File: config.mk
export PLATFORM = sky130hd
export DESIGN_NAME = pic_fe
export DESIGN_NICKNAME = d
export VERILOG_FILES = /design/src/rtl/pic_fe_pkg.sv /design/src/rtl/pic_fe_decode.sv /design/src/rtl/pic_fe_pending.sv /design/src/rtl/pic_fe_irq_track.sv /design/src/rtl/pic_fe.sv
export SDC_FILE = /design/constraint.sdc
export NUM_CORES = 1
export LEC_CHECK = 0
export BUFFER_PORTS_ARGS = -buffer_cell sky130_fd_sc_hd__buf_2
export CORE_MARGIN = 4
export CORE_UTILIZATION = 45
export CTS_CLUSTER_SIZE = 25
export DETAILED_ROUTE_END_ITERATION = 6
export PLACE_DENSITY = 0.78
export SKIP_CTS_REPAIR_TIMING = 1
export SLEW_MARGIN = 15
export SYNTH_ARGS = -nofsm -noshare
export SYNTH_HDL_FRONTEND = slang
export SYNTH_SLANG_ARGS = --single-unit
export TNS_END_PERCENT = 1
File: constraint.sdc
create_clock -name clk_i -period 1.55 [get_ports clk_i]
set_clock_uncertainty 0.1 [all_clocks]
set_input_delay 0.31 -clock clk_i [delete_from_list [all_inputs] [get_ports clk_i]]
set_output_delay 0.31 -clock clk_i [all_outputs]
set_load 0.05 [all_outputs]
File: src/rtl/pic_fe_pkg.sv
package pic_fe_pkg;
  localparam int IDX_W = 4;  // acknowledge index taken from low nibble

  typedef enum logic [1:0] {
    REG_PRI_STAT = 2'd0,
    REG_PRI_MASK = 2'd1,
    REG_SEC_STAT = 2'd2,
    REG_SEC_MASK = 2'd3
  } reg_sel_e;

  typedef struct packed {
    logic ack;
    logic pri_mask;
  } wr_strb_t;
endpackage

File: src/rtl/pic_fe_decode.sv
module pic_fe_decode
  import pic_fe_pkg::*;
#(
  parameter int DATA_W = 8
) (
  input  logic              wr_en_i,
  input  logic [1:0]        addr_i,
  input  logic [DATA_W-1:0] pend_i,
  input  logic [DATA_W-1:0] en_i,
  output wr_strb_t          strb_o,
  output logic [DATA_W-1:0] rdata_o
);
  reg_sel_e sel;
  assign sel = reg_sel_e'(addr_i);

  always_comb begin
    strb_o          = '0;
    strb_o.ack      = wr_en_i && (sel == REG_PRI_STAT);
    strb_o.pri_mask = wr_en_i && (sel == REG_PRI_MASK);
  end

  always_comb begin
    unique case (sel)
      REG_PRI_STAT: rdata_o = pend_i;
      REG_PRI_MASK: rdata_o = ~en_i;
      default:      rdata_o = '0;  // secondary controller reads as zero
    endcase
  end
endmodule

File: src/rtl/pic_fe_pending.sv
module pic_fe_pending
  import pic_fe_pkg::*;
#(
  parameter int NUM_SRC = 8
) (
  input  logic               clk_i,
  input  logic               rst_ni,
  input  logic [NUM_SRC-1:0] post_i,
  input  logic [NUM_SRC-1:0] clr_i,
  input  logic               ack_i,
  input  logic [IDX_W-1:0]   ack_idx_i,
  output logic [NUM_SRC-1:0] pend_q_o,
  output logic [NUM_SRC-1:0] pend_d_o
);
  logic [NUM_SRC-1:0] pend_q;

  for (genvar i = 0; i < NUM_SRC; i++) begin : g_bit
    logic ack_hit;
    assign ack_hit     = ack_i && (ack_idx_i == IDX_W'(i));
    // clear first, post overrides, acknowledge applied last
    assign pend_d_o[i] = ((pend_q[i] & ~clr_i[i]) | post_i[i]) & ~ack_hit;
  end

  always_ff @(posedge clk_i or negedge rst_ni) begin
    if (!rst_ni) pend_q <= '0;
    else         pend_q <= pend_d_o;
  end

  assign pend_q_o = pend_q;
endmodule

File: src/rtl/pic_fe_irq_track.sv
module pic_fe_irq_track #(
  parameter int NUM_SRC = 8
) (
  input  logic               clk_i,
  input  logic               rst_ni,
  input  logic [NUM_SRC-1:0] pend_d_i,
  input  logic [NUM_SRC-1:0] en_d_i,
  input  logic               ack_i,
  input  logic               mask_wr_i,
  input  logic               post_any_i,
  input  logic               clr_any_i,
  output logic               irq_o
);
  logic irq_q, irq_d, live;

  assign live = |(pend_d_i & en_d_i);

  always_comb begin
    irq_d = irq_q;
    if (ack_i)                  irq_d = 1'b0;
    else if (post_any_i)        irq_d = 1'b1;
    else if (mask_wr_i)         irq_d = live;
    else if (clr_any_i && !live) irq_d = 1'b0;
  end

  always_ff @(posedge clk_i or negedge rst_ni) begin
    if (!rst_ni) irq_q <= 1'b0;
    else         irq_q <= irq_d;
  end

  assign irq_o = irq_q;
endmodule

File: src/rtl/pic_fe.sv
module pic_fe
  import pic_fe_pkg::*;
#(
  parameter int DATA_W = 8
) (
  input  logic              clk_i,
  input  logic              rst_ni,
  input  logic              wr_en_i,
  input  logic [1:0]        addr_i,
  input  logic [DATA_W-1:0] wdata_i,
  output logic [DATA_W-1:0] rdata_o,
  input  logic [DATA_W-1:0] post_i,
  input  logic [DATA_W-1:0] clr_i,
  output logic              irq_o
);
  localparam int NUM_SRC = DATA_W;

  wr_strb_t           strb;
  logic [NUM_SRC-1:0] en_q, en_d;
  logic [NUM_SRC-1:0] pend_q, pend_d;

  assign en_d = strb.pri_mask ? ~wdata_i : en_q;

  always_ff @(posedge clk_i or negedge rst_ni) begin
    if (!rst_ni) en_q <= '0;
    else         en_q <= en_d;
  end

  pic_fe_decode #(.DATA_W(DATA_W)) u_decode (
    .wr_en_i (wr_en_i),
    .addr_i  (addr_i),
    .pend_i  (pend_q),
    .en_i    (en_q),
    .strb_o  (strb),
    .rdata_o (rdata_o)
  );

  pic_fe_pending #(.NUM_SRC(NUM_SRC)) u_pending (
    .clk_i     (clk_i),
    .rst_ni    (rst_ni),
    .post_i    (post_i),
    .clr_i     (clr_i),
    .ack_i     (strb.ack),
    .ack_idx_i (wdata_i[IDX_W-1:0]),
    .pend_q_o  (pend_q),
    .pend_d_o  (pend_d)
  );

  pic_fe_irq_track #(.NUM_SRC(NUM_SRC)) u_irq (
    .clk_i      (clk_i),
    .rst_ni     (rst_ni),
    .pend_d_i   (pend_d),
    .en_d_i     (en_d),
    .ack_i      (strb.ack),
    .mask_wr_i  (strb.pri_mask),
    .post_any_i (|post_i),
    .clr_any_i  (|clr_i),
    .irq_o      (irq_o)
  );
endmodule

== Yosys cells after proc, flatten, opt, wreduce, memory -nomap -nowiden ==
Index checks and enable logic that the tools add are counted.
Cells by class
  equality and inequality tests: 8
  bitwise gates (word level): 43
  reductions and logical operators: 18
  muxes and demuxes: 6
Operators by type and width (number)
  8-bit OR reduction: 3
  1-bit AND: 16
  4-bit by 3-bit == test with 1-bit output (second input constant): 4
  1-bit inverter: 16
  8-bit inverter: 2
  8-bit case mux with 2 select lines: 1
  1-bit logical AND: 11
  8-bit AND: 1
  4-bit by 2-bit == test with 1-bit output (second input constant): 2
  8-bit 2-to-1 mux: 1
  1-bit OR: 8
  4-bit by 1-bit == test with 1-bit output (second input constant): 1
  4-bit zero test: 1
  1-bit 2-to-1 mux: 4
  4-bit nonzero test: 1
  2-bit by 1-bit == test with 1-bit output (second input constant): 1
  2-bit zero test: 1
  1-bit zero test: 1
Word-level totals
  register bits after elaboration: 17
  input bits: 29
  word-level logic and storage cells: 78

== Depth between registers and ports, before layout ==
Gate-level depths: netlist (run 1).
  depth after elaboration: 13
  depth in mapped cells: 6
  mapped depth without buffers: 5

== Cells and area by module ==
A second synthesis (run 1) with hierarchy kept.
Second synthesis, totals
  cells, all modules: 97
  area, all modules: 1026.0 um2
By module, submodules not included
  pic_fe_pending: times used 1, seq. area each 200.2 um2, cells each 30, area an instance 392.9 um2
  pic_fe: times used 1, seq. area each 200.2 um2, cells each 31, area an instance 354.1 um2
  pic_fe_decode: times used 1, seq. area each 0.0 um2, cells each 27, area an instance 190.2 um2
  pic_fe_irq_track: times used 1, seq. area each 25.0 um2, cells each 9, area an instance 88.8 um2

== Worst setup path after synthesis (run 1) ==
No wires, ideal clock.
  path kind: in2out
  from: input port addr_i[0]
  to: output port rdata_o[3]
  stages: 3
  path slack: -811 ps
  arrival time: 1951 ps
  cells stage by stage: buf_1 nor2_1 a211oi_1
On the way
  cells in the longest elaborated chain, start to end: 2
  elaborated cells on any way between the ends: 3
  those cells by class: 1 x eq/ne; 1 x mux; 1 x reduce/logical
Ends and longest elaborated chain
  start: declaration: RTL line pic_fe.sv:9  | input logic [1:0] addr_i,
  2-bit by 1-bit == test with 1-bit output or 2-bit zero test (tied branches): RTL line pic_fe_decode.sv:23  | unique case (sel)
  8-bit case mux with 2 select lines *: RTL line pic_fe_decode.sv:23
  end: declaration: RTL line pic_fe.sv:11  | output logic [DATA_W-1:0] rdata_o,
Every way passes the cells marked *; elsewhere a longest branch is shown, timed or not.

== Final worst setup path (run 1) ==
  from: input port wdata_i[1]
  to: register u_irq.irq_q, in the netlist u_irq.irq_o
On the way
  cells in the longest elaborated chain, start to end: 9
  elaborated cells on any way between the ends: 42
  those cells by class: 7 x eq/ne; 4 x mux; 18 x bitwise; 13 x reduce/logical
Ends and longest elaborated chain
  start: declaration: RTL line pic_fe.sv:10  | input logic [DATA_W-1:0] wdata_i,
  4-bit by 1-bit == test with 1-bit output (tied with other cells): RTL line pic_fe_pending.sv:19  | assign ack_hit = ack_i && (ack_idx_i == IDX_W'(i));
  1-bit logical AND: RTL line pic_fe_pending.sv:19
  1-bit inverter: RTL line pic_fe_pending.sv:21  | assign pend_d_o[i] = ((pend_q[i] & ~clr_i[i]) | post_i[i]) & ~ack_hit;
  1-bit AND: RTL line pic_fe_pending.sv:21
  8-bit AND *: RTL line pic_fe_irq_track.sv:16  | assign live = |(pend_d_i & en_d_i);
  8-bit OR reduction *: RTL line pic_fe_irq_track.sv:16
  1-bit 2-to-1 mux or 1-bit zero test (tied branches): RTL line pic_fe_irq_track.sv:22, pic_fe_irq_track.sv:23
  1-bit 2-to-1 mux or 1-bit logical AND (tied branches): RTL line pic_fe_irq_track.sv:21, pic_fe_irq_track.sv:23
  1-bit 2-to-1 mux or 4-bit nonzero test (tied branches)
  end signal: assignment: RTL line pic_fe_irq_track.sv:28  | else irq_q <= irq_d;
  end: declaration: RTL line pic_fe_irq_track.sv:14  | logic irq_q, irq_d, live;
Marked as above.
A chain may end at the register's enable or synchronous reset.

==> results of run 1 <==
worst max-delay path, stage by stage:
cell,delay [ns]
sky130_fd_sc_hd__buf_6,0.09
sky130_fd_sc_hd__or4b_4,0.59
sky130_fd_sc_hd__o22ai_4,0.21
sky130_fd_sc_hd__o32ai_4,0.13
sky130_fd_sc_hd__nor4_2,0.27
sky130_fd_sc_hd__a21oi_1,0.10
cells by family after synthesis:
| logic type | after synthesis | synth area share [%] |
|---|---|---|
| buffers and inverters | 28 | 10.7 |
| AND/OR/NAND/NOR | 35 | 19.2 |
| AO/OA/AOI/OAI | 18 | 13.4 |
| multiplexers | 13 | 13.8 |
| flip-flops | 17 | 42.9 |
routing by layer:
layer	global-route usage [%]	vias to the layer above	wire, microns
met5	0	-	0
met4	9.72	0	193
met3	4.02	18	302
met2	35.2	66	1580
met1	29.0	515	1300
li1	-	513	-
power by group through the flow:
stage,Clock [uW],Combinational [uW],Sequential (uW)
2_1_floorplan,0,258,537
3_3_place_gp,0,426,537
3_5_place_dp,0,435,540
4_1_cts,253,438,531
5_1_grt,278,562,538
6_report,250,524,532
final timing paths:
path / endpoint / slack [ns] / depth (start not counted)
worst max-delay path: u_irq.irq_o$_DFFE_PN0P_ / -0.06 / 6
worst min-delay path: en_q[6]$_DFF_PN0_ / 0.18 / 3
worst max register to register: u_irq.irq_o$_DFFE_PN0P_ / 0.06 / 5
worst min register to register: en_q[5]$_DFF_PN0_ / 0.46 / 2
max in group asynchronous: en_q[3]$_DFF_PN0_ / 0.71 / 2
min in group asynchronous: en_q[5]$_DFF_PN0_ / 0.36 / 2
layout by cell type (no fill, tap or decap), types with 2 or more instances in the layout:
cell type                  instances
sky130_fd_sc_hd__nor2b_1           4
sky130_fd_sc_hd__inv_2             4
sky130_fd_sc_hd__nand3b_1          2
sky130_fd_sc_hd__a211oi_4          2
sky130_fd_sc_hd__nor2_2            8
sky130_fd_sc_hd__dfrtp_1          17
sky130_fd_sc_hd__clkbuf_4          3
sky130_fd_sc_hd__mux2_1            2
sky130_fd_sc_hd__a21oi_1           5
sky130_fd_sc_hd__o22ai_2           3
sky130_fd_sc_hd__nor4_1            3
sky130_fd_sc_hd__inv_1            21
sky130_fd_sc_hd__buf_6            10
sky130_fd_sc_hd__buf_4            28
sky130_fd_sc_hd__o32ai_1           3
sky130_fd_sc_hd__nor2_1            8
sky130_fd_sc_hd__mux2i_1           7
sky130_fd_sc_hd__mux2_2            2
sky130_fd_sc_hd__buf_2            27
state kept, by name (all words and copies together), names as in the netlist:
register            count
en_q                    8
u_irq.irq_o             1
u_pending.pend_q_o      8
metrics by stage:
stage	instance area, sq um	util, %	setup TNS [ns]	hold slack (ns)
after floorplan	1050	-	-0.339	-0.0856
after global placement	1430	70.9	-0.450	0.151
after detailed placement	1430	70.9	-0.632	0.158
after CTS	1460	72.2	-0.521	-0.173
after global routing	1640	80.9	-0.355	0.175
final	1640	80.9	-0.0923	0.178
cell type report:
class,count,share of cell area (%)
tap,27,2.06
clock buffer,4,1.61
timing repair buffer,66,28.6
inverter,25,5.73
multi-input combinational,66,36.0
sequential,17,26.0
==> run_summary.xml, run 1 <==
<?xml version="1.0" encoding="UTF-8"?>
<metrics>
  <group name="sta">
    <metric name="timing.final.hold_violations" unit="">0</metric>
    <metric name="setup_ws" unit="ns">-0.0646</metric>
    <metric name="final.period_utilization" unit="%">104</metric>
    <metric name="setup-violations-final" unit="">2</metric>
    <metric name="grt_setup_unrepaired" unit="">true</metric>
    <metric name="fmax" unit="MHz">619</metric>
    <metric name="max_slew.worst_pin.slew" unit="ns">0.396</metric>
    <metric name="final_max_slew_viol_count" unit="">0</metric>
    <metric name="final_worst_path_period_need" unit="ns">1.61</metric>
    <metric name="rel_slew_slack" unit="%">73.6</metric>
  </group>
  <group name="placement">
    <metric name="hpwl" unit="microns">2360</metric>
    <metric name="finalWeightedCongestion" unit="">1.01</metric>
    <metric name="detailedPlace.worstSlack" unit="ns">-0.361</metric>
    <metric name="placed_cells" unit="">196</metric>
    <metric name="io_buffers" unit="">37</metric>
  </group>
  <group name="layout">
    <metric name="finish.cell_count_without_fillers" unit="">205</metric>
    <metric name="num_antenna_cells" unit="">0</metric>
    <metric name="areaGrowthSynthToFinish" unit="%">65.2</metric>
    <metric name="ff_latch_area" unit="sq um">425</metric>
    <metric name="nNetsFinal" unit="">208</metric>
    <metric name="n_fill_cell" unit="">127</metric>
    <metric name="layout-drive-gt1-share" unit="%">55.1</metric>
    <metric name="multiInputGateArea" unit="sq um">589</metric>
  </group>
  <group name="yosys">
    <metric name="synth_area" unit="sq um">991</metric>
    <metric name="number_of_enable_type_register_cells_in_the_synthesized_netlist" unit="">0</metric>
    <metric name="synth.area.top_cells" unit="">sky130_fd_sc_hd__dfrtp_1, sky130_fd_sc_hd__mux2i_1, sky130_fd_sc_hd__inv_1, sky130_fd_sc_hd__nor2_1, sky130_fd_sc_hd__mux2_1</metric>
    <metric name="postSynthRegisterBits" unit="">17</metric>
    <metric name="postSynth.asyncResetShare" unit="%">100</metric>
    <metric name="synth_commonest_cells" unit="">sky130_fd_sc_hd__inv_1, sky130_fd_sc_hd__dfrtp_1, sky130_fd_sc_hd__nor2_1</metric>
    <metric name="synth_nets" unit="">140</metric>
    <metric name="syn_avg_cell_area" unit="sq um">8.93</metric>
    <metric name="yosys.cell_count.top_type" unit="">sky130_fd_sc_hd__inv_1</metric>
    <metric name="yosys.area.top_type_share" unit="%">42.9</metric>
    <metric name="yosys_warnings" unit="">0</metric>
    <metric name="ys_seq_area_share" unit="%">42.9</metric>
    <metric name="synth_cells" unit="">111</metric>
    <metric name="synthFlopType" unit="">sky130_fd_sc_hd__dfrtp_1</metric>
    <metric name="number_of_library_cell_types_mapped_by_synthesis" unit="">27</metric>
    <metric name="synth_area_leader_cell" unit="">sky130_fd_sc_hd__dfrtp_1</metric>
  </group>
  <group name="routing">
    <metric name="detail_route.wirelength" unit="microns">3380</metric>
    <metric name="number_of_optimization_iterations_in_the_first_detailed_route_pass" unit="">4</metric>
    <metric name="routedWlPerCell" unit="microns">16.5</metric>
    <metric name="antenna_violating_nets_post_route" unit="">0</metric>
    <metric name="drt_iter0_drc" unit="">29</metric>
    <metric name="route.detailed.vias_per_inst" unit="">5.42</metric>
    <metric name="num_vias" unit="">1112</metric>
    <metric name="drt_drc_violations_left" unit="">0</metric>
  </group>
  <group name="clock_network">
    <metric name="insertion_delay" unit="ns">0.30</metric>
    <metric name="cts-buffers-inserted" unit="">3</metric>
    <metric name="clock_sink_count" unit="">17</metric>
    <metric name="clock_pin_transition_on_the_worst_setup_and_hold_timing_paths" unit="ns">0.10</metric>
    <metric name="clock-root-buffer" unit="">sky130_fd_sc_hd__clkbuf_4</metric>
    <metric name="cts-root-to-sink-buffers" unit="">2</metric>
    <metric name="max_h_tree_level" unit="">1</metric>
    <metric name="tritoncts_clock_tree" unit="">yes</metric>
  </group>
  <group name="floorplanning">
    <metric name="start_util" unit="%">49.0</metric>
    <metric name="die_w" unit="microns">54.9</metric>
    <metric name="num_rows" unit="">16</metric>
    <metric name="top_level_port_count" unit="">38</metric>
    <metric name="core_region_area" unit="sq um">2020</metric>
    <metric name="die-area" unit="sq um">3020</metric>
    <metric name="die_height" unit="microns">54.9</metric>
  </group>
  <group name="critical_path">
    <metric name="kind_of_end_point_of_the_critical_path" unit="">register</metric>
    <metric name="worst_setup_path_startpoint" unit="">wdata_i[1]</metric>
    <metric name="worst-path-max-fanout" unit="">4</metric>
    <metric name="crit_path_start_kind" unit="">input pin</metric>
    <metric name="worst_ep_required_time" unit="ns">1.64</metric>
    <metric name="worst_endpoint_data_arrival_time" unit="ns">1.70</metric>
    <metric name="worst_r2r_startpoint" unit="">u_irq.irq_o$_DFFE_PN0P_</metric>
    <metric name="worst-setup-path-type" unit="">input pin to register</metric>
  </group>
  <group name="global_route">
    <metric name="first_global_vias" unit="">1024</metric>
    <metric name="initial_antenna_violation_count" unit="">0</metric>
    <metric name="largest_net_degree_at_the_start_of_global_routing" unit="">18</metric>
    <metric name="grt_first_pass_wirelength" unit="microns">4610</metric>
    <metric name="globalRouteTotalUtil" unit="%">22.0</metric>
    <metric name="gr-total-overflow" unit="">0</metric>
  </group>
  <group name="pwr">
    <metric name="p_total" unit="uW">1310</metric>
    <metric name="powerDensity" unit="nW/um^2">797</metric>
    <metric name="comb_power_share" unit="%">40.1</metric>
    <metric name="power.switching" unit="uW">466</metric>
    <metric name="vdd_drop_max" unit="mV">0.700</metric>
    <metric name="power_frac_clock" unit="%">19.1</metric>
    <metric name="p_leak" unit="uW">0.000815</metric>
    <metric name="p_seq_share" unit="%">40.7</metric>
    <metric name="p_sw_share" unit="%">35.7</metric>
    <metric name="internal_power" unit="uW">839</metric>
  </group>
  <group name="status">
    <metric name="violations" unit="">setup timing</metric>
    <metric name="run_status" unit="">finished, violations left</metric>
  </group>
  <group name="min_path">
    <metric name="min_path_type" unit="">input pin to register</metric>
    <metric name="hold_path.startpoint" unit="">wdata_i[6]</metric>
  </group>
  <group name="job">
    <metric name="cap_viol_max_count" unit="">0</metric>
  </group>
</metrics>
Note: power is estimated with default switching activity, not from simulation.
==> run 2: changes to the inputs <==
--- a/config.mk
+++ b/config.mk
@@ -6,6 +6,7 @@
 export NUM_CORES = 1
 export LEC_CHECK = 0
 export BUFFER_PORTS_ARGS = -buffer_cell sky130_fd_sc_hd__buf_2
+export CORE_ASPECT_RATIO = 0.7
 export CORE_MARGIN = 4
 export CORE_UTILIZATION = 45
 export CTS_CLUSTER_SIZE = 25
==> run_summary.xml, run 2 (synthesized netlist as in run 1, its figures left out) <==
<?xml version="1.0" encoding="UTF-8"?>
<metrics>
  <group name="status">
    <metric name="run_status" unit="">finished, violations left</metric>
    <metric name="violations" unit="">setup timing</metric>
  </group>
  <group name="pwr">
    <metric name="comb_power_share" unit="%">39.7</metric>
    <metric name="internal_power" unit="uW">828</metric>
    <metric name="p_seq_share" unit="%">41.4</metric>
    <metric name="p_sw_share" unit="%">35.4</metric>
    <metric name="power.switching" unit="uW">455</metric>
    <metric name="vdd_drop_max" unit="mV">0.569</metric>
    <metric name="p_leak" unit="uW">0.000802</metric>
    <metric name="p_total" unit="uW">1280</metric>
    <metric name="powerDensity" unit="nW/um^2">792</metric>
    <metric name="power_frac_clock" unit="%">19.0</metric>
  </group>
  <group name="placement">
    <metric name="hpwl" unit="microns">2440</metric>
    <metric name="finalWeightedCongestion" unit="">0.853</metric>
    <metric name="io_buffers" unit="">37</metric>
    <metric name="placed_cells" unit="">199</metric>
  </group>
  <group name="sta">
    <metric name="grt_setup_unrepaired" unit="">true</metric>
    <metric name="setup_ws" unit="ns">-0.0135</metric>
    <metric name="final.period_utilization" unit="%">101</metric>
    <metric name="final_max_slew_viol_count" unit="">0</metric>
    <metric name="timing.final.hold_violations" unit="">0</metric>
    <metric name="fmax" unit="MHz">640</metric>
    <metric name="final_worst_path_period_need" unit="ns">1.56</metric>
    <metric name="max_slew.worst_pin.slew" unit="ns">0.391</metric>
    <metric name="rel_slew_slack" unit="%">74.0</metric>
    <metric name="setup-violations-final" unit="">2</metric>
  </group>
  <group name="clock_network">
    <metric name="cts-root-to-sink-buffers" unit="">2</metric>
    <metric name="cts-buffers-inserted" unit="">3</metric>
    <metric name="clock-root-buffer" unit="">sky130_fd_sc_hd__clkbuf_4</metric>
    <metric name="tritoncts_clock_tree" unit="">yes</metric>
    <metric name="max_h_tree_level" unit="">1</metric>
    <metric name="insertion_delay" unit="ns">0.30</metric>
    <metric name="clock_pin_transition_on_the_worst_setup_and_hold_timing_paths" unit="ns">0.09</metric>
    <metric name="clock_sink_count" unit="">17</metric>
  </group>
  <group name="global_route">
    <metric name="gr-max-usage-layer" unit="">met2</metric>
    <metric name="gr-total-overflow" unit="">0</metric>
    <metric name="largest_net_degree_at_the_start_of_global_routing" unit="">18</metric>
    <metric name="first_global_vias" unit="">1027</metric>
    <metric name="globalRouteTotalUtil" unit="%">21.6</metric>
    <metric name="grt_util_met2" unit="%">34.9</metric>
    <metric name="initial_antenna_violation_count" unit="">0</metric>
    <metric name="grt_first_pass_wirelength" unit="microns">4800</metric>
    <metric name="groute.layer.met3.usage" unit="%">5.26</metric>
    <metric name="gr-usage-met1" unit="%">30.4</metric>
  </group>
  <group name="critical_path">
    <metric name="worst_setup_path_startpoint" unit="">wdata_i[1]</metric>
    <metric name="worst_r2r_startpoint" unit="">u_pending.pend_q_o[3]$_DFF_PN0_</metric>
    <metric name="kind_of_end_point_of_the_critical_path" unit="">register</metric>
    <metric name="critical_path.cell_chain" unit="">buf_6, or4b_4, o22ai_4, o32ai_2, nor4_2, a21oi_1</metric>
    <metric name="r2r_setup_slack" unit="ns">0.15</metric>
    <metric name="crit_path_start_kind" unit="">input pin</metric>
    <metric name="worst-path-max-fanout" unit="">4</metric>
    <metric name="worst-setup-path-type" unit="">input pin to register</metric>
    <metric name="worst_endpoint_data_arrival_time" unit="ns">1.64</metric>
    <metric name="crit_path_top_delay_cell" unit="">sky130_fd_sc_hd__or4b_4</metric>
    <metric name="delay_of_the_slowest_cell_on_the_worst_path" unit="ns">0.59</metric>
    <metric name="worst_ep_required_time" unit="ns">1.63</metric>
  </group>
  <group name="routing">
    <metric name="antenna_violating_nets_post_route" unit="">0</metric>
    <metric name="routedWlPerCell" unit="microns">15.2</metric>
    <metric name="num_vias" unit="">1075</metric>
    <metric name="drt_iter0_drc" unit="">68</metric>
    <metric name="drt_drc_violations_left" unit="">0</metric>
    <metric name="number_of_optimization_iterations_in_the_first_detailed_route_pass" unit="">4</metric>
    <metric name="route.detailed.vias_per_inst" unit="">5.24</metric>
    <metric name="detail_route.wirelength" unit="microns">3120</metric>
  </group>
  <group name="layout">
    <metric name="layout-drive-gt1-share" unit="%">53.7</metric>
    <metric name="finish.cell_count_without_fillers" unit="">205</metric>
    <metric name="most-common-layout-cells" unit="">sky130_fd_sc_hd__buf_2, sky130_fd_sc_hd__buf_4, sky130_fd_sc_hd__inv_1</metric>
    <metric name="final_core_util" unit="%">82.3</metric>
    <metric name="num_antenna_cells" unit="">0</metric>
    <metric name="areaGrowthSynthToFinish" unit="%">63.5</metric>
    <metric name="nNetsFinal" unit="">205</metric>
    <metric name="mostFrequentLayoutCell" unit="">sky130_fd_sc_hd__buf_2</metric>
  </group>
  <group name="floorplanning">
    <metric name="num_rows" unit="">13</metric>
    <metric name="die_height" unit="microns">47.3</metric>
    <metric name="top_level_port_count" unit="">38</metric>
    <metric name="die-area" unit="sq um">3030</metric>
    <metric name="die_w" unit="microns">64.1</metric>
    <metric name="start_util" unit="%">50.3</metric>
    <metric name="core_region_area" unit="sq um">1970</metric>
  </group>
  <group name="job">
    <metric name="cap_viol_max_count" unit="">0</metric>
  </group>
  <group name="min_path">
    <metric name="hold_path.startpoint" unit="">post_i[6]</metric>
    <metric name="min_path_type" unit="">input pin to register</metric>
  </group>
</metrics>
run 2: changes by cell type in the layout (fill, tap and decap cells not counted), sizes merged:
cell  delta
buf      -3
run 2: path summary, 6_finish.rpt:
kind / cells after the start / to
setup / recovery: 6 / u_irq.irq_o$_DFFE_PN0P_
hold / removal: 3 / u_pending.pend_q_o[6]$_DFF_PN0_
setup reg to reg: 5 / u_irq.irq_o$_DFFE_PN0P_
hold reg to reg: 2 / en_q[5]$_DFF_PN0_
max in group asynchronous: 2 / u_pending.pend_q_o[5]$_DFF_PN0_
min in group asynchronous: 2 / en_q[3]$_DFF_PN0_
run 2: layout make-up:
type	instances	area, sq um
clock buffer	4	26.3
fill	127	348
inverter	25	93.8
multi-input combinational	66	588
sequential	17	425
tap	30	37.5
timing repair buffer	63	449
run 2: power groups by stage:
stage | clock network (uW) | registers, uW | logic (uW)
after CTS | 245 | 531 | 438
after detailed placement | 0 | 540 | 435
after floorplan | 0 | 537 | 258
after global routing | 275 | 538 | 547
after global placement | 0 | 537 | 426
final | 244 | 531 | 509
run 2: metal layers:
| metal | part of all wire [%] | vias up | wire length [microns] |
|---|---|---|---|
| met4 | 0.38 | 0 | 12 |
| met5 | 0 | - | 0 |
| met1 | 47 | 522 | 1450 |
| met3 | 6.9 | 2 | 214 |
| met2 | 46 | 44 | 1440 |
| li1 | - | 507 | - |
run 2: critical path: cells and delay by family:
kind | cells | cell delay [ns]
AOI/OAI and AO/OA | 3 | 0.38
buffers and inverters | 1 | 0.10
and+or+nand+nor | 2 | 0.85
run 2: metrics by stage:
step	hold WS, ns	instance area [sq um]	setup WS, ns	TNS (ns)
floorplan	-0.0856	1050	-0.125	-0.339
global placement	0.150	1440	-0.349	-0.755
detailed placement	0.156	1440	-0.344	-0.822
CTS	-0.167	1460	-0.169	-0.623
global route	0.170	1620	-0.0855	-0.246
finish	0.182	1620	-0.0135	-0.0158
==> run 3: changes to the inputs <==
--- a/config.mk
+++ b/config.mk
@@ -7,7 +7,7 @@
 export LEC_CHECK = 0
 export BUFFER_PORTS_ARGS = -buffer_cell sky130_fd_sc_hd__buf_2
 export CORE_ASPECT_RATIO = 0.7
-export CORE_MARGIN = 4
+export CORE_MARGIN = 3
 export CORE_UTILIZATION = 45
 export CTS_CLUSTER_SIZE = 25
 export DETAILED_ROUTE_END_ITERATION = 6
==> run_summary.xml, run 3 (synthesized netlist as in run 1, its figures left out) <==
<?xml version="1.0" encoding="UTF-8"?>
<metrics>
  <group name="clock_network">
    <metric name="max_h_tree_level" unit="">1</metric>
    <metric name="cts-root-to-sink-buffers" unit="">2</metric>
    <metric name="clock_sink_count" unit="">17</metric>
    <metric name="clock_pin_transition_on_the_worst_setup_and_hold_timing_paths" unit="ns">0.10</metric>
    <metric name="insertion_delay" unit="ns">0.31</metric>
    <metric name="tritoncts_clock_tree" unit="">yes</metric>
    <metric name="clock-root-buffer" unit="">sky130_fd_sc_hd__clkbuf_4</metric>
    <metric name="cts-buffers-inserted" unit="">3</metric>
  </group>
  <group name="critical_path">
    <metric name="crit_path_start_kind" unit="">input pin</metric>
    <metric name="r2r_cells" unit="">5</metric>
    <metric name="worst-setup-path-type" unit="">input pin to register</metric>
    <metric name="r2r_setup_slack" unit="ns">0.13</metric>
    <metric name="worst_r2r_startpoint" unit="">en_q[6]$_DFF_PN0_</metric>
    <metric name="worst-path-max-fanout" unit="">4</metric>
    <metric name="kind_of_end_point_of_the_critical_path" unit="">register</metric>
    <metric name="worst_r2r_endpoint" unit="">u_irq.irq_o$_DFFE_PN0P_</metric>
    <metric name="worst_ep_required_time" unit="ns">1.65</metric>
    <metric name="worst_endpoint_data_arrival_time" unit="ns">1.69</metric>
  </group>
  <group name="layout">
    <metric name="nNetsFinal" unit="">203</metric>
    <metric name="most-common-layout-cells" unit="">sky130_fd_sc_hd__buf_2, sky130_fd_sc_hd__buf_4, sky130_fd_sc_hd__inv_1</metric>
    <metric name="layout-drive-gt1-share" unit="%">53.2</metric>
    <metric name="mostFrequentLayoutCell" unit="">sky130_fd_sc_hd__buf_2</metric>
    <metric name="final_core_util" unit="%">80.3</metric>
    <metric name="n_fill_cell" unit="">137</metric>
    <metric name="finish.cell_count_without_fillers" unit="">203</metric>
    <metric name="areaGrowthSynthToFinish" unit="%">59.5</metric>
    <metric name="post_route_cell_area" unit="sq um">1580</metric>
    <metric name="num_antenna_cells" unit="">0</metric>
  </group>
  <group name="routing">
    <metric name="drt_drc_violations_left" unit="">0</metric>
    <metric name="number_of_optimization_iterations_in_the_first_detailed_route_pass" unit="">4</metric>
    <metric name="antenna_violating_nets_post_route" unit="">0</metric>
    <metric name="detail_route.wirelength" unit="microns">3030</metric>
    <metric name="drt_iter0_drc" unit="">51</metric>
    <metric name="num_vias" unit="">1052</metric>
    <metric name="routedWlPerCell" unit="microns">14.9</metric>
    <metric name="route.detailed.vias_per_inst" unit="">5.18</metric>
  </group>
  <group name="sta">
    <metric name="setup_ws" unit="ns">-0.0443</metric>
    <metric name="final.period_utilization" unit="%">103</metric>
    <metric name="timing.final.hold_violations" unit="">0</metric>
    <metric name="max_slew.worst_pin.slew" unit="ns">0.387</metric>
    <metric name="rel_slew_slack" unit="%">74.0</metric>
    <metric name="grt_setup_unrepaired" unit="">true</metric>
    <metric name="final_max_slew_viol_count" unit="">0</metric>
    <metric name="setup-violations-final" unit="">2</metric>
    <metric name="fmax" unit="MHz">627</metric>
    <metric name="setup_total_negative_slack" unit="ns">-0.0724</metric>
    <metric name="final_worst_path_period_need" unit="ns">1.59</metric>
  </group>
  <group name="placement">
    <metric name="io_buffers" unit="">37</metric>
    <metric name="hpwl" unit="microns">2320</metric>
    <metric name="finalWeightedCongestion" unit="">0.896</metric>
    <metric name="placed_cells" unit="">198</metric>
    <metric name="postPlaceCellArea" unit="sq um">1430</metric>
    <metric name="detailedPlace.worstSlack" unit="ns">-0.371</metric>
  </group>
  <group name="floorplanning">
    <metric name="die_w" unit="microns">62.1</metric>
    <metric name="die-area" unit="sq um">2810</metric>
    <metric name="core_region_area" unit="sq um">1970</metric>
    <metric name="top_level_port_count" unit="">38</metric>
    <metric name="num_rows" unit="">13</metric>
    <metric name="die_height" unit="microns">45.3</metric>
    <metric name="start_util" unit="%">50.3</metric>
  </group>
  <group name="min_path">
    <metric name="min_path_type" unit="">input pin to register</metric>
    <metric name="hold_path.startpoint" unit="">post_i[6]</metric>
    <metric name="hold_path_end" unit="">u_pending.pend_q_o[6]$_DFF_PN0_</metric>
    <metric name="hold-path-cell-count" unit="">3</metric>
  </group>
  <group name="pwr">
    <metric name="p_leak" unit="uW">0.000781</metric>
    <metric name="powerDensity" unit="nW/um^2">810</metric>
    <metric name="vdd_drop_max" unit="mV">0.553</metric>
  </group>
  <group name="global_route">
    <metric name="initial_antenna_violation_count" unit="">0</metric>
    <metric name="globalRouteTotalUtil" unit="%">23.2</metric>
    <metric name="first_global_vias" unit="">977</metric>
    <metric name="largest_net_degree_at_the_start_of_global_routing" unit="">18</metric>
    <metric name="gr-total-overflow" unit="">0</metric>
    <metric name="grt_first_pass_wirelength" unit="microns">4540</metric>
  </group>
  <group name="status">
    <metric name="violations" unit="">setup timing</metric>
    <metric name="run_status" unit="">finished, violations left</metric>
  </group>
  <group name="job">
    <metric name="cap_viol_max_count" unit="">0</metric>
  </group>
</metrics>
## run 3: cell count changes in the layout (fill, tap and decap cells not counted), sizes merged
| cell | before | now |
|---|---|---|
| buf | 62 | 60 |
## run 3: cell type report
| class | instances | area (sq um) | area share, % |
|---|---|---|---|
| multi-input cells | 66 | 573 | 36.3 |
| flip-flops and latches | 17 | 425 | 26.9 |
| repair buffers | 61 | 424 | 26.8 |
| inverters | 25 | 93.8 | 5.94 |
| well taps | 30 | 37.5 | 2.38 |
| clock buffers | 4 | 26.3 | 1.66 |
## run 3: worst max-delay path by stage
| stage | from | end | slack [ns] | cells past startpoint |
|---|---|---|---|---|
| 6_report | wdata_i[1] | u_irq.irq_o$_DFFE_PN0P_ | -0.04 | 6 |
| 5_1_grt | wdata_i[1] | u_irq.irq_o$_DFFE_PN0P_ | -0.13 | 6 |
| 4_1_cts | addr_i[0] | rdata_o[3] | -0.16 | 6 |
| 3_5_place_dp | addr_i[1] | u_irq.irq_o$_DFFE_PN0P_ | -0.37 | 6 |
| 3_3_place_gp | addr_i[0] | u_irq.irq_o$_DFFE_PN0P_ | -0.34 | 7 |
| 2_1_floorplan | addr_i[1] | u_irq.irq_o$_DFFE_PN0P_ | -0.12 | 5 |
## run 3: worst max-delay path, cell delays in order
cell and delay [ns]:
sky130_fd_sc_hd__buf_2 0.11, sky130_fd_sc_hd__or4b_4 0.59, sky130_fd_sc_hd__o22ai_2 0.19, sky130_fd_sc_hd__o32ai_2 0.11
sky130_fd_sc_hd__nor4_2 0.29, sky130_fd_sc_hd__a21oi_1 0.09
## run 3: layer usage
metal	global-route usage, %	part of all wire, %
met3	6.57	7.9
met2	35.5	44
met5	0	0
met1	32.0	47
met4	6.36	0.96
## run 3: power breakdown
part,internal (uW),switching [uW],total (uW)
registers,499,32.5,531
clock network,101,153,254
logic,221,274,496
total,820,460,1280
## run 3: per-stage QoR
stage	total power, uW	hold slack (ns)
detailed placement	966	0.156
finish	1280	0.164
floorplan	795	-0.0856
global placement	955	0.154
global route	1340	0.193
CTS	1210	-0.176
